**src/rtl/seq_pkg.sv**
```systemverilog
package seq_pkg;

   typedef enum logic [2:0] {
      ACT_INC  = 3'd0,
      ACT_SKIP = 3'd1,
      ACT_JUMP = 3'd2,
      ACT_CALL = 3'd3,
      ACT_RET  = 3'd4,
      ACT_IND  = 3'd5,
      ACT_IRQ  = 3'd6,
      ACT_HOLD = 3'd7
   } act_e;

endpackage

```
**src/rtl/seq_irq_pick.sv**
```systemverilog
module seq_irq_pick #(
   parameter int IRQ_N  = 4,
   parameter int ADDR_W = 14
) (
   input  logic [IRQ_N-1:0]  req_i,
   input  logic [IRQ_N-1:0]  mask_i,
   output logic [IRQ_N-1:0]  grant_o,
   output logic              any_o,
   output logic [ADDR_W-1:0] vec_o
);

   logic [IRQ_N-1:0] eff;
   logic [IRQ_N:0]   blocked;

   assign eff        = req_i & mask_i;
   assign blocked[0] = 1'b0;

   for (genvar g = 0; g < IRQ_N; g++) begin : g_prio
      assign grant_o[g]   = eff[g] & ~blocked[g];
      assign blocked[g+1] = blocked[g] | eff[g];
   end

   assign any_o = blocked[IRQ_N];

   always_comb begin
      vec_o = '0;
      for (int i = 0; i < IRQ_N; i++) begin
         if (grant_o[i]) vec_o = vec_o | ADDR_W'(i + 1);
      end
   end

endmodule

```
**src/rtl/seq_ret_stack.sv**
```systemverilog
module seq_ret_stack #(
   parameter int DEPTH = 8,
   parameter int W     = 14
) (
   input  logic         clk,
   input  logic         rst_n,
   input  logic         push_i,
   input  logic         pop_i,
   input  logic [W-1:0] push_data_i,
   output logic [W-1:0] top_o,
   output logic         empty_o,
   output logic         ovf_o,
   output logic         unf_o
);

   localparam int PTR_W = $clog2(DEPTH);
   localparam int CNT_W = $clog2(DEPTH + 1);

   logic [W-1:0]     mem [DEPTH];
   logic [CNT_W-1:0] cnt;
   logic             full;

   assign full    = (cnt == CNT_W'(DEPTH));
   assign empty_o = (cnt == '0);
   assign top_o   = empty_o ? '0 : mem[PTR_W'(cnt - CNT_W'(1))];

   always_ff @(posedge clk or negedge rst_n) begin
      if (!rst_n) begin
         cnt   <= '0;
         ovf_o <= 1'b0;
         unf_o <= 1'b0;
      end else begin
         if (push_i) begin
            if (full) ovf_o <= 1'b1;
            else      cnt   <= cnt + CNT_W'(1);
         end else if (pop_i) begin
            if (empty_o) unf_o <= 1'b1;
            else         cnt   <= cnt - CNT_W'(1);
         end
      end
   end

   always_ff @(posedge clk) begin
      if (push_i && !full) mem[PTR_W'(cnt)] <= push_data_i;
   end

endmodule

```
**src/rtl/seq_pc_next.sv**
```systemverilog
module seq_pc_next
   import seq_pkg::*;
#(
   parameter int ADDR_W = 14
) (
   input  act_e              act_i,
   input  logic [ADDR_W-1:0] pc_i,
   input  logic [ADDR_W-1:0] jump_i,
   input  logic [ADDR_W-1:0] ind_i,
   input  logic [ADDR_W-1:0] top_i,
   input  logic              stk_empty_i,
   input  logic              irq_any_i,
   input  logic [ADDR_W-1:0] irq_vec_i,
   output logic [ADDR_W-1:0] pc_nxt_o,
   output logic              push_o,
   output logic              pop_o,
   output logic [ADDR_W-1:0] push_data_o
);

   localparam logic [ADDR_W-1:0] ONE = ADDR_W'(1);
   localparam logic [ADDR_W-1:0] TWO = ADDR_W'(2);

   logic [ADDR_W-1:0] pc_inc;
   assign pc_inc = pc_i + ONE;

   always_comb begin
      pc_nxt_o    = pc_inc;
      push_o      = 1'b0;
      pop_o       = 1'b0;
      push_data_o = pc_inc;
      unique case (act_i)
         ACT_INC:  pc_nxt_o = pc_inc;
         ACT_SKIP: pc_nxt_o = pc_i + TWO;
         ACT_JUMP: pc_nxt_o = jump_i;
         ACT_CALL: begin
            push_o   = 1'b1;
            pc_nxt_o = jump_i;
         end
         ACT_RET: begin
            pop_o = 1'b1;
            if (!stk_empty_i) pc_nxt_o = top_i;
         end
         ACT_IND:  pc_nxt_o = ind_i;
         ACT_IRQ: begin
            if (irq_any_i) begin
               push_o      = 1'b1;
               push_data_o = pc_i;
               pc_nxt_o    = irq_vec_i;
            end
         end
         ACT_HOLD: pc_nxt_o = pc_i;
         default:  pc_nxt_o = pc_inc;
      endcase
   end

endmodule

```
**src/rtl/prog_sequencer.sv**
```systemverilog
module prog_sequencer
   import seq_pkg::*;
#(
   parameter int ADDR_W      = 14,
   parameter int STACK_DEPTH = 8,
   parameter int IRQ_N       = 4
) (
   input  logic              clk,
   input  logic              rst_n,
   input  logic [2:0]        act_i,
   input  logic [ADDR_W-1:0] jump_addr_i,
   input  logic [ADDR_W-1:0] ind_addr_i,
   input  logic [IRQ_N-1:0]  irq_req_i,
   input  logic [IRQ_N-1:0]  irq_mask_i,
   output logic [ADDR_W-1:0] fetch_addr_o,
   output logic [IRQ_N-1:0]  irq_ack_o,
   output logic              ovf_o,
   output logic              unf_o
);

   if (ADDR_W < 4 || ADDR_W > 32) begin : g_bad_addr
      $error("prog_sequencer: ADDR_W must lie in 4..32");
   end
   if (STACK_DEPTH < 2 || STACK_DEPTH > 256) begin : g_bad_depth
      $error("prog_sequencer: STACK_DEPTH must lie in 2..256");
   end
   if (IRQ_N < 1 || IRQ_N + 1 >= (1 << ADDR_W)) begin : g_bad_irq
      $error("prog_sequencer: IRQ_N vectors must fit the address space");
   end

   act_e              act;
   logic [ADDR_W-1:0] pc_q, pc_nxt, push_data, top, irq_vec;
   logic [IRQ_N-1:0]  grant;
   logic              irq_any, push, pop, stk_empty;

   assign act          = act_e'(act_i);
   assign fetch_addr_o = pc_q;
   assign irq_ack_o    = (act == ACT_IRQ) ? grant : '0;

   seq_irq_pick #(.IRQ_N(IRQ_N), .ADDR_W(ADDR_W)) u_pick (
      .req_i   (irq_req_i),
      .mask_i  (irq_mask_i),
      .grant_o (grant),
      .any_o   (irq_any),
      .vec_o   (irq_vec)
   );

   seq_pc_next #(.ADDR_W(ADDR_W)) u_next (
      .act_i       (act),
      .pc_i        (pc_q),
      .jump_i      (jump_addr_i),
      .ind_i       (ind_addr_i),
      .top_i       (top),
      .stk_empty_i (stk_empty),
      .irq_any_i   (irq_any),
      .irq_vec_i   (irq_vec),
      .pc_nxt_o    (pc_nxt),
      .push_o      (push),
      .pop_o       (pop),
      .push_data_o (push_data)
   );

   seq_ret_stack #(.DEPTH(STACK_DEPTH), .W(ADDR_W)) u_stack (
      .clk         (clk),
      .rst_n       (rst_n),
      .push_i      (push),
      .pop_i       (pop),
      .push_data_i (push_data),
      .top_o       (top),
      .empty_o     (stk_empty),
      .ovf_o       (ovf_o),
      .unf_o       (unf_o)
   );

   always_ff @(posedge clk or negedge rst_n) begin
      if (!rst_n) pc_q <= '0;
      else        pc_q <= pc_nxt;
   end

endmodule

```
**config.mk**
```make
export PLATFORM = sky130hd
export DESIGN_NAME = prog_sequencer
export DESIGN_NICKNAME = d
export VERILOG_FILES = /design/src/rtl/seq_pkg.sv /design/src/rtl/seq_irq_pick.sv /design/src/rtl/seq_ret_stack.sv /design/src/rtl/seq_pc_next.sv /design/src/rtl/prog_sequencer.sv
export SDC_FILE = /design/constraint.sdc
export NUM_CORES = 1
export LEC_CHECK = 0
export ABC_AREA = 1
export CAP_MARGIN = 20
export CORE_MARGIN = 2
export CORE_UTILIZATION = 60
export CTS_BUF_LIST = sky130_fd_sc_hd__clkbuf_8
export DETAILED_ROUTE_END_ITERATION = 16
export GPL_TIMING_DRIVEN = 0
export PLACE_DENSITY = 0.83
export SLEW_MARGIN = 20
export SYNTH_ARGS = -nofsm -noshare
export SYNTH_HDL_FRONTEND = slang
export SYNTH_SLANG_ARGS = --single-unit
```
**constraint.sdc**
```tcl
create_clock -name clk -period 3.9 [get_ports clk]
set_input_delay 0.975 -clock clk [delete_from_list [all_inputs] [get_ports clk]]
set_output_delay 0.975 -clock clk [all_outputs]
set_load 0.05 [all_outputs]
```
==> flow_results.org, run 1 <==
** Clock network
- At the later pin of the worst-skew pair, clock insertion delay measures 0.44 ns.
- Counting the buffers created by CTS gives 17.
- CTS placed an instance of sky130_fd_sc_hd__clkbuf_8 at the clock tree root.
- TritonCTS clock tree :: built
- Clock-pin transition on the worst setup and hold timing paths :: 0.09 ns
- Hold bufs inserted after CTS :: 0
- In this run the number of H-tree levels came out at 4.
- Num Clock Sinks :: 132
- # resized after CTS :: 3
- The longest clock path from root to sink contains 2 buffers.
- Buffers inserted during post-CTS setup optimization :: 0

** Synthesis
- Yosys top cell area share :: 51.0%
- In the synthesized netlist, the number of instances is 713.
- Most instantiated cells after synthesis :: sky130_fd_sc_hd__nand2_1, sky130_fd_sc_hd__edfxtp_1, sky130_fd_sc_hd__nor2_1
- Of all flip-flops after synthesis, the portion carrying an async set or reset was 15.2%.
- Share of synthesized area occupied by flip-flops and latches :: 58.6%
- In this run the cell area of the synthesized design comes to 6590 um2.
- Post-Synthesis Mean Instance Area :: 9.25 um2
- Yosys attributes the largest share of cell area to sky130_fd_sc_hd__edfxtp_1, sky130_fd_sc_hd__nand2_1, sky130_fd_sc_hd__dfrtp_1, sky130_fd_sc_hd__nand3_1, sky130_fd_sc_hd__nor2_1.
- Total of flip-flops plus latches after synthesis :: 132
- For this run, the number of Yosys warnings is 0.
- Synthesis produced a netlist with a net count of 758.
- Most repeated cell in the gate-level netlist after synthesis :: sky130_fd_sc_hd__nand2_1
- Summed over all instances, the cell type with the most area after synthesis is sky130_fd_sc_hd__edfxtp_1.
- For this run, the leading register cell type out of synthesis is sky130_fd_sc_hd__edfxtp_1.
- Number of distinct standard cells referenced by the synthesized netlist :: 40
- In this run, synthesis inferred 112 flip-flops with an integrated enable.

** Setup path
- Top cell by count, worst path :: sky130_fd_sc_hd__clkdlybuf4s50_1
- STA puts the critical path data arrival time at 2.76 ns.
- Buffering stage count on the worst path with inverters included :: 2
- The setup path with the least slack is of type primary input to output pin.
- In this design, the stage delay of the slowest critical-path cell is 0.83 ns.
- For the worst setup path, the data required time is 2.92 ns.
- Slowest-stage cell, CP :: sky130_fd_sc_hd__clkdlybuf4s50_1
- The worst setup path is launched from a primary input.
- STA classifies the critical path endpoint as an output pin.
- Maximum fanout count along the critical path :: 6
- Crit-path leading delay family :: buffers and inverters
- The signal on the critical path passes through clkdlybuf4s50_1, nand3_2, nor2_1, clkdlybuf4s50_1.

** GRT
- In the global route stage, overall resource usage came out at 32.5%.
- Pin count of the biggest net entering global routing :: 21
- For met3 alone, demand over resource in global routing was 5.68%.
- The first global-routing pass estimated 28,100 um of wire.
- Global routing used 45.1% of the available met1 tracks.
- Vias in the first global route :: 5,302
- After global routing the overflow that remains totals 0.
- Global routing used 51.3% of the available met2 tracks.
- Most congested layer reported by global routing :: met2
- The number of antenna violations at the first check in global routing is 0.

** Timing
- Across all hold checks on the routed design, the worst slack comes to 0.473 ns.
- The clock arrives with 0.0111 ns of skew.
- Worst-Margin Slew :: 1.10 ns
- Post-layout minimum cycle time :: 3.73 ns
- Count of final setup violators :: 0
- Post-route fraction of the period consumed by the critical path :: 95.7%
- Peak Freq :: 268 MHz
- Fin Setup TNS :: 0 ns
- Headroom to the max-slew limit came out at 26.2%.
- Final number of max-transition violations :: 0
- Unrepaired setup endpoints after global routing :: false
- The final hold violation count was 0.

** Floorplanning
- Die outline area :: 11,800 um2
- DIE HEIGHT :: 109 um
- Measured along the x axis, the die boundary spans 109 um.
- IO Pins :: 61
- Number of core rows :: 38
- Effective utilization at floorplan :: 61.1%
- Core area :: 10,800 um2

** Pwr
- Of the total power, registers draw 33.8%.
- Leak pwr :: 3.14 nW
- Summing internal, switching and leakage power gives 0.00593 W.
- Gate power share :: 46.2%
- Portion of total power attributed to the clock network :: 20.0%
- Int Pwr :: 0.00327 W
- VDD IR max :: 482 uV
- Cell Pwr Density :: 751 nW/um2
- Summed over all nets, the switching power comes to 0.00266 W.
- Fraction of power spent switching nets :: 44.8%

** Cells and area
- The final layout contains 849 nets.
- Area growth from synthesis to layout :: 19.9%
- The layout has 759 filler cells.
- Fraction of final layout cells with drive strength greater than 1 :: 11.8%
- 0 antenna diodes ended up in the layout.

** Worst hold path
- The min-delay analysis places its worst path in the category flip-flop to flip-flop.

** Detailed routing
- Number of design-rule violations left by the first detailed-router iteration :: 647
- After detailed routing, the average wire length per cell comes to 19.4 um.
- Using the TritonRoute via totals, the vias-per-cell ratio works out to 5.95.
- The first detailed-routing pass ran for 8 iterations.
- The count of nets left with antenna violations once routing finished came out at 0.
- Total length of routed wires :: 18,600 um
- After detailed routing, the number of remaining DRC violations is 0.
- The routed layout has 5,694 vias.

** Job
- The tool flagged a number of max-cap violations equal to 0.

** Status
- The run finished with clean final reports.

** Placed design
- Final weighted congestion in routability-driven placement :: 0.932
- Input/output buffers :: 60
- Total half-perimeter wirelength after legalization and detailed placement :: 13,200 um
## per-stage QoR
step | util, % | std cells | area [um2] | setup slack (ns)
floorplan | - | 713 | 6590 | 0.203
global placement | 68.3 | 913 | 7370 | -1.35
detailed placement | 69.5 | 924 | 7500 | -0.142
CTS | 73.2 | 956 | 7910 | 0.170
global route | 73.2 | 957 | 7910 | 0.0951
finish | 73.2 | 957 | 7910 | 0.166
## logic make-up after synthesis
family | synth area share (%)
buffers and inverters | 5.11
flip-flops | 58.6
AO/OA/AOI/OAI | 7.38
AND/OR/NAND/NOR | 26.3
XOR/XNOR | 1.88
adder cells (fa/ha/maj) | 0.759
## layout by cell type (no fill, tap or decap), types with 4 or more instances in the layout
| cell type | count |
|---|---|
| sky130_fd_sc_hd__edfxtp_1 | 112 |
| sky130_fd_sc_hd__nor2_2 | 5 |
| sky130_fd_sc_hd__xor2_1 | 11 |
| sky130_fd_sc_hd__buf_4 | 10 |
| sky130_fd_sc_hd__nand2_1 | 199 |
| sky130_fd_sc_hd__buf_6 | 5 |
| sky130_fd_sc_hd__or2_2 | 4 |
| sky130_fd_sc_hd__o21ai_0 | 52 |
| sky130_fd_sc_hd__dfrtp_1 | 20 |
| sky130_fd_sc_hd__inv_6 | 4 |
| sky130_fd_sc_hd__nor3_1 | 5 |
| sky130_fd_sc_hd__o211ai_1 | 8 |
| sky130_fd_sc_hd__a21oi_1 | 6 |
| sky130_fd_sc_hd__nand3_1 | 85 |
| sky130_fd_sc_hd__inv_1 | 36 |
| sky130_fd_sc_hd__clkbuf_1 | 10 |
| sky130_fd_sc_hd__clkdlybuf4s50_1 | 56 |
| sky130_fd_sc_hd__buf_2 | 17 |
| sky130_fd_sc_hd__clkbuf_8 | 17 |
| sky130_fd_sc_hd__nor3_2 | 4 |
| sky130_fd_sc_hd__clkinv_4 | 4 |
| sky130_fd_sc_hd__o221ai_1 | 5 |
| sky130_fd_sc_hd__ha_1 | 4 |
| sky130_fd_sc_hd__nor2_1 | 84 |
| sky130_fd_sc_hd__inv_2 | 6 |
| sky130_fd_sc_hd__nand4_1 | 6 |
## power by group through the flow
stage                     clock network [W]  logic, W  registers, W
after global placement                    0   0.00254       0.00202
after global routing                0.00124   0.00297       0.00202
after CTS                           0.00118   0.00270       0.00200
after floorplan                           0   0.00158       0.00221
final                               0.00119   0.00274       0.00200
after detailed placement                  0   0.00268       0.00202
## layout make-up
class / instances / area, um2 / area share (%)
sequential: 132 / 3860 / 48.9
multi-input combinational: 505 / 2430 / 30.7
timing repair buffer: 72 / 694 / 8.78
clock buffer: 17 / 234 / 2.96
tap: 140 / 175 / 2.22
clock inverter: 15 / 171 / 2.17
inverter: 45 / 170 / 2.15
buffer: 31 / 166 / 2.11
## worst reg2reg max path: cells and delay by family, from the launching register on
family	cells	cell delay, ns
flops	1	0.35
buf+inv	5	0.96
compound gates	1	0.15
fa+ha+maj	1	0.30
simple gates	2	0.91
## layer usage
layer | up-vias | wire length (um)
li1 | 2626 | -
met1 | 2640 | 7440
met2 | 377 | 8810
met3 | 51 | 1760
met4 | 0 | 593
met5 | - | 0
## final timing paths
kind,start,to,slack [ns],cells after the start
setup / recovery,act_i[2],irq_ack_o[0],0.17,4
hold / removal,u_stack.unf_o,u_stack.unf_o,0.47,1
setup reg to reg,u_stack.cnt[0],u_stack.mem[5][3],0.93,9
hold reg to reg,u_stack.unf_o,u_stack.unf_o,0.47,1
max in group asynchronous,rst_n,fetch_addr_o[1],3.02,1
min in group asynchronous,rst_n,u_stack.unf_o,0.51,1
## state kept, by name, indices dropped and copies added (netlist names)
name,flops
u_stack.ovf_o,1
u_stack.unf_o,1
fetch_addr_o,14
u_stack.mem,112
u_stack.cnt,4
(Power assumes the default switching activity.)
==> inputs of run 2 (changes only) <==
--- a/config.mk
+++ b/config.mk
@@ -11,7 +11,6 @@
 export CORE_UTILIZATION = 60
 export CTS_BUF_LIST = sky130_fd_sc_hd__clkbuf_8
 export DETAILED_ROUTE_END_ITERATION = 16
-export GPL_TIMING_DRIVEN = 0
 export PLACE_DENSITY = 0.83
 export SLEW_MARGIN = 20
 export SYNTH_ARGS = -nofsm -noshare
==> flow_results.org, run 2 (synthesis gave the netlist of run 1 again) <==
** Clock network
- The total number of H-tree levels came to 4 (unchanged).
- The number of buffers added for setup after CTS is 0 (unchanged).
- The post-CTS resize count was 0 (-3).
- The total clock sinks came to 132 (unchanged).
- Clk Latency, worst-skew pair :: 0.45 ns (about the same)
- The maximum clock path buffer count came to 2 (unchanged).
- TritonCTS clock tree :: built
- The clock transition at the registers of the reported paths came to 0.08 ns (about the same).
- Root Driver :: sky130_fd_sc_hd__clkbuf_8
- Hold bufs inserted after CTS :: 0 (unchanged)
- Inserted Clock Buffers :: 17 (unchanged)

** Timing
- Post-route fraction of the period consumed by the critical path :: 91.1% (-4.6 points)
- The clock skew was 0.0116 ns (+0.000511 ns).
- The remaining max-slew budget at the tightest pin was 28.7% (+2.5 points).
- The final number of max-transition violations came to 0 (unchanged).
- The total negative setup slack was 0 ns (unchanged).
- The post-layout minimum cycle time was 3.55 ns (-0.181 ns).
- Setup repair after global routing left no endpoint under its margin.
- The final hold violation count is 0 (unchanged).
- The number of failing setup endpoints in the final timing report was 0 (unchanged).
- The timing-limited maximum frequency was 281 MHz (+5.1%).
- The transition time at the pin with the least slew margin was 1.07 ns (-0.0298 ns).

** Cells and area
- The final cell count without fillers is 935 (-2.3%).
- Relative to the synthesized area, the layout overhead comes to 18.0%.
- Top library cells by usage in the layout, fill and taps aside :: sky130_fd_sc_hd__nand2_1, sky130_fd_sc_hd__edfxtp_1, sky130_fd_sc_hd__nor2_1, sky130_fd_sc_hd__nand3_1, sky130_fd_sc_hd__clkdlybuf4s50_1
- The final antenna diode count is 0 (unchanged).
- The net count of the finished layout came to 828 (-2.5%).
- Most common cell after layout, fill and taps aside :: sky130_fd_sc_hd__nand2_1
- The combined area of the multi-input logic cells came to 2420 um2 (-0.21%).
- The flip-flop count of the largest register, all copies and words added came to 112 (unchanged).
- The fill cell instance count of the final layout came to 756 (-0.40%).
- The area taken by flip-flops and latches came to 3860 um2 (about the same).
- Register name with the most flops :: u_stack.mem
- The share of cells above drive strength 1 is 10.4% (-1.3 points).

** Floorplanning
- DIE HEIGHT :: 109 um (unchanged)
- IO Pins :: 61 (unchanged)
- Effective utilization at floorplan :: 61.1% (unchanged)
- The floorplan row count came to 38 (unchanged).
- The chip width came to 109 um (unchanged).
- Core area :: 10,800 um2 (unchanged)
- Die outline area :: 11,800 um2 (unchanged)

** Detailed routing
- Routed vias/inst :: 5.89 (-0.99%)
- The met2 wire length is 7980 um (-9.5%).
- Number of antenna-violating nets in the routed design :: 0 (unchanged)
- Signal routing reaches up to met4.
- The initial DRC count came to 599 (-7.4%).
- Amount of wire on met3 after detailed routing :: 1530 um (-13%)
- The via count of the routed design was 5,508 (-3.3%).
- The routed metal-1 wirelength came to 6790 um (-8.7%).
- The number of optimization iterations in the first detailed-route pass was 5 (-3).
- The wire length per cell after detailed routing was 18.1 um (-7.0%).
- The DRC violations left is 0 (unchanged).
- The total length of routed wires is 16,900 um (-9.1%).

** GRT
- Vias in the first global route :: 5,247 (-1.0%)
- The total routing resource utilization after global routing was 30.5% (-2.0 points).
- Global-route wire length before repair :: 26,500 um (-5.7%)
- GR Overflow Total :: 0 (unchanged)
- The pin count of the biggest net entering global routing is 64 (+200%).
- Number of antenna violations at the first check in global routing :: 0 (unchanged)

** Setup path
- Maximum fanout count along the critical path :: 6 (unchanged)
- Worst endpoint required time :: 2.92 ns (about the same)
- Crit-path leading delay family :: buffers and inverters
- Crit start category :: primary input
- Critical path arrival :: 2.58 ns (-0.18 ns)
- Cells along the critical path :: clkdlybuf4s50_1, nand3_2, nor4_1, buf_12
- Crit. End Element :: output pin
- The worst setup path is of the primary input to output pin kind.
- Maximum cell stage delay along the critical path :: 0.61 ns (-0.22 ns)
- On the critical path, the stage with the largest delay is an instance of sky130_fd_sc_hd__clkdlybuf4s50_1.
- Buffering stage count on the worst path with inverters included :: 2 (unchanged)

** Pwr
- VDD IR max :: 997 uV (+110%)
- Leak pwr :: 3.06 nW (-2.7%)
- The power density over the cells is 718 nW/um2 (-4.3%).

** Placed design
- Total half-perimeter wirelength after legalization and detailed placement :: 11,100 um (-16%)
- The number of placed instances with taps included came to 904 (-2.2%).
- The final RePlAce weighted congestion is 0.992 (+6.5%).
- Input/output buffers :: 60 (unchanged)

** Worst hold path
- The path class of the tightest hold or removal check is flip-flop to flip-flop.

** Status
- Run status :: finished clean

** Job
- The count of max-cap constraint violations is 0 (unchanged).
run 2: cell count changes in the layout (fill, tap and decap cells not counted), sizes merged:
cell and delta:
clkbuf -11, bufinv -1, dlygate4sd2 -3, buf -7
clkinvlp +2, inv -2
run 2: power by group:
group          internal (W)  leakage, nW  total [W]  switching (W)
clock              0.000493        0.172    0.00103       0.000534
sequential          0.00185         1.26    0.00202       0.000168
combinational      0.000775         1.62    0.00254        0.00176
run 2: final cells by class:
class | instances | share of cell area [%]
flip-flops and latches | 132 | 49.7
multi-input cells | 505 | 31.2
repair buffers | 82 | 10.2
clock buffers | 17 | 3.01
well taps | 140 | 2.25
inverters | 45 | 2.19
clock inverters | 14 | 1.48
run 2: path summary, 6_finish.rpt:
path | cells after the start | startpoint | to | slack [ns]
min in group asynchronous | 1 | rst_n | u_stack.unf_o | 1.10
worst max register to register | 11 | u_stack.cnt[1] | fetch_addr_o[0] | 0.83
worst max-delay path | 4 | act_i[2] | irq_ack_o[3] | 0.35
worst min-delay path | 1 | u_stack.ovf_o | u_stack.ovf_o | 0.48
worst min register to register | 1 | u_stack.ovf_o | u_stack.ovf_o | 0.48
max in group asynchronous | 1 | rst_n | u_stack.cnt[0] | 2.08
run 2: routing by layer:
layer / vias up / global-route usage, %
met3: 48 / 7.47
met1: 2609 / 40.6
li1: 2569 / -
met4: 0 / 15.8
met5: - / 0
met2: 282 / 46.9
run 2: per-stage QoR:
step           setup slack (ns)  power (W)  cell area [um2]  util (%)  hold slack [ns]
6_report                  0.347    0.00559             7780      72.1            0.477
5_1_grt                   0.270    0.00593             7780      72.1            0.495
4_1_cts                   0.342    0.00556             7780      72.1            0.473
3_5_place_dp              0.348    0.00454             7430      68.8            0.456
3_3_place_gp              0.445    0.00447             7430      68.8            0.445
2_1_floorplan             0.203    0.00380             6590         -            0.582
==> inputs of run 3 (changes only) <==
--- a/config.mk
+++ b/config.mk
@@ -12,6 +12,7 @@
 export CTS_BUF_LIST = sky130_fd_sc_hd__clkbuf_8
 export DETAILED_ROUTE_END_ITERATION = 16
 export PLACE_DENSITY = 0.83
+export SETUP_SLACK_MARGIN = 0.5
 export SLEW_MARGIN = 20
 export SYNTH_ARGS = -nofsm -noshare
 export SYNTH_HDL_FRONTEND = slang
==> flow_results.org, run 3 (synthesis gave the netlist of run 1 again) <==
** Status
- The run finished with clean final reports.

** Placed design
- Number of instances in the placed design :: 904 (unchanged)
- The placed wire-length estimate after detailed placement is 11,100 um (+0.29%).
- The number of input and output port buffers inserted was 60 (unchanged).
- The pre-CTS worst setup slack was 0.475 ns (+0.127 ns).
- The final RePlAce weighted congestion came to 0.968 (-2.4%).

** Timing
- The part of the cycle the worst path needs was 84.8% (-6.3 points).
- Peak Freq :: 302 MHz (+7.4%)
- Unrepaired setup endpoints after global routing :: false
- Count of final setup violators :: 0 (unchanged)
- The transition time at the pin with the least slew margin was 0.877 ns (-0.189 ns).
- The clock skew is 0.0154 ns (+0.00379 ns).
- Least setup slack across all paths after layout :: 0.592 ns (+0.244 ns)
- Post-layout minimum cycle time :: 3.31 ns (-0.244 ns)
- Final hold viol count :: 0 (unchanged)
- Final number of max-transition violations :: 0 (unchanged)
- Fin Setup TNS :: 0 ns (unchanged)
- The remaining max-slew budget at the tightest pin was 40.9% (+12 points).

** Setup path
- Cells along the critical path :: clkdlybuf4s50_1, nand3_2, nor3b_2, buf_12
- For this design, the slowest cell found on the critical path is sky130_fd_sc_hd__clkdlybuf4s50_1.
- The required time at the endpoint of the critical path came to 2.92 ns (about the same).
- Buffering stage count on the worst path with inverters included :: 2 (unchanged)
- Number of cells traversed by the worst register-to-register path :: 7 (-4)
- Reg2reg start :: fetch_addr_o[2]
- Maximum cell stage delay along the critical path :: 0.61 ns (about the same)
- Endpoint of the worst register-to-register path :: u_stack.mem[2][9]
- Kind of critical path :: primary input to output pin
- Critical path arrival :: 2.33 ns (-0.25 ns)
- Among cell families on the critical path, the largest total delay comes from buffers and inverters.
- STA classifies the critical path startpoint as a primary input.
- Crit. End Element :: output pin
- Maximum fanout count along the critical path :: 6 (unchanged)
- Worst R2R Setup Slack :: 1.43 ns (+0.60 ns)

** Clock network
- TritonCTS built the clock tree.
- The maximum clock path buffer count was 2 (unchanged).
- The total clock sinks was 132 (unchanged).
- Clk Latency, worst-skew pair :: 0.43 ns (-0.02 ns)
- Clock-pin transition on the worst setup and hold timing paths :: 0.08 ns (about the same)
- Root Driver :: sky130_fd_sc_hd__clkbuf_8
- The clock buffer count from CTS was 17 (unchanged).
- The total number of H-tree levels is 4 (unchanged).
- Hold bufs inserted after CTS :: 0 (unchanged)

** Floorplanning
- The die boundary height came to 109 um (unchanged).
- The chip width is 109 um (unchanged).
- Die outline area :: 11,800 um2 (unchanged)
- The floorplan row count is 38 (unchanged).
- IO Pins :: 61 (unchanged)
- Effective utilization at floorplan :: 61.1% (unchanged)
- The core area is 10,800 um2 (unchanged).

** GRT
- Pin count of the biggest net entering global routing :: 64 (unchanged)
- The number of global-route vias before repair was 5,015 (-4.4%).
- Number of antenna violations at the first check in global routing :: 0 (unchanged)
- GR Overflow Total :: 0 (unchanged)
- The total routing resource utilization after global routing was 29.2% (-1.3 points).
- The first-pass GRT wire length came to 25,300 um (-4.3%).

** Detailed routing
- Routed vias/inst :: 5.83 (-1.1%)
- Residual DRC count :: 0 (unchanged)
- The initial DRC count is 634 (+5.8%).
- The via count of the routed design is 5,447 (-1.1%).
- The post-detailed-route count of antenna-violating nets is 0 (unchanged).
- The total length of routed wires came to 16,800 um (-0.49%).
- Drt first pass iters :: 8 (+3)
- The wire length per cell after detailed routing came to 18.0 um (-0.49%).

** Cells and area
- The flip-flop count of the largest register, all copies and words added is 112 (unchanged).
- More flip-flops sit in one register than any other, and that register is u_stack.mem.
- # nets final :: 828 (unchanged)
- Fraction of final layout cells with drive strength greater than 1 :: 11.2% (+0.75 points)
- Area growth from synthesis to layout :: 18.6%
- Non-Filler Instances :: 935 (unchanged)
- Filler cells :: 762 (+0.79%)
- Leaving out fill and tap cells, the most frequent cell in the layout is sky130_fd_sc_hd__nand2_1.
- Count of antenna diodes in the layout :: 0 (unchanged)
- Leaving out fill and tap cells, the most frequent cells in the layout are sky130_fd_sc_hd__nand2_1, sky130_fd_sc_hd__edfxtp_1, sky130_fd_sc_hd__nor2_1, sky130_fd_sc_hd__nand3_1, sky130_fd_sc_hd__clkdlybuf4s50_1.

** Worst hold path
- The depth of the worst hold-timing path came to 1 (unchanged).
- The tightest min-delay check is of the flip-flop to flip-flop type.
- End of the worst hold path :: u_stack.unf_o
- Hold_sp :: u_stack.unf_o

** Job
- The count of max-cap constraint violations was 0 (unchanged).

** Pwr
- The total power is 0.00568 W (+1.7%).
- Cell Pwr Density :: 726 nW/um2 (+1.1%)
- The peak ir drop on the vdd network came to 881 uV (-12%).
- The leakage power of the design is 3.07 nW (+0.44%).
run 3: changes by cell type in the layout (fill, tap and decap cells not counted), sizes merged:
cell	before	now
buf	26	27
bufinv	1	2
clkdlybuf4s50	56	55
clkinv	8	9
inv	46	44
run 3: repair_timing:
| action | in CTS | in global routing |
|---|---|---|
| endpoints found under the setup margin | 2 | 1 |
| hold endpoints to repair | 0 | 0 |
| setup buffers | 0 | 0 |
| resized for setup | 2 | 1 |
run 3: worst max path at each step:
stage	slack [ns]	to	cells after the start	from
2_1_floorplan	0.54	irq_ack_o[1]	3	act_i[0]
3_3_place_gp	0.53	irq_ack_o[1]	4	act_i[2]
3_5_place_dp	0.47	irq_ack_o[2]	4	act_i[2]
4_1_cts	0.54	irq_ack_o[3]	4	act_i[2]
5_1_grt	0.55	irq_ack_o[2]	4	act_i[2]
6_report	0.59	irq_ack_o[1]	4	act_i[2]
run 3: routing by layer:
| layer | wire length (um) | vias up | track usage (%) |
|---|---|---|---|
| met5 | 0 | - | 0 |
| met4 | 368 | 0 | 10.3 |
| met3 | 1490 | 34 | 6.46 |
| met2 | 8250 | 305 | 47.3 |
| met1 | 6720 | 2537 | 39.2 |
| li1 | - | 2571 | - |
run 3: layout make-up:
type	count	area [um2]	area share, %
Tap cell	140	175	2.24
Timing Repair Buffer	82	788	10.1
Sequential cell	132	3860	49.4
Inverter	45	170	2.18
Clock inverter	14	139	1.78
Clock buffer	17	234	2.99
Multi-Input combinational cell	505	2450	31.3
run 3: metrics by stage:
| step | instance area, um2 | hold WS (ns) | util (%) |
|---|---|---|---|
| after floorplan | 6600 | 0.582 | - |
| after global placement | 7430 | 0.451 | 68.9 |
| after detailed placement | 7430 | 0.471 | 68.9 |
| after CTS | 7820 | 0.488 | 72.4 |
| after global routing | 7820 | 0.505 | 72.5 |
| final | 7820 | 0.481 | 72.5 |
run 3: where the power goes:
part,internal [W],switching [W]
Combinational,0.000793,0.00177
Clock,0.000559,0.000530
Sequential,0.00185,0.000174
Total,0.00321,0.00247
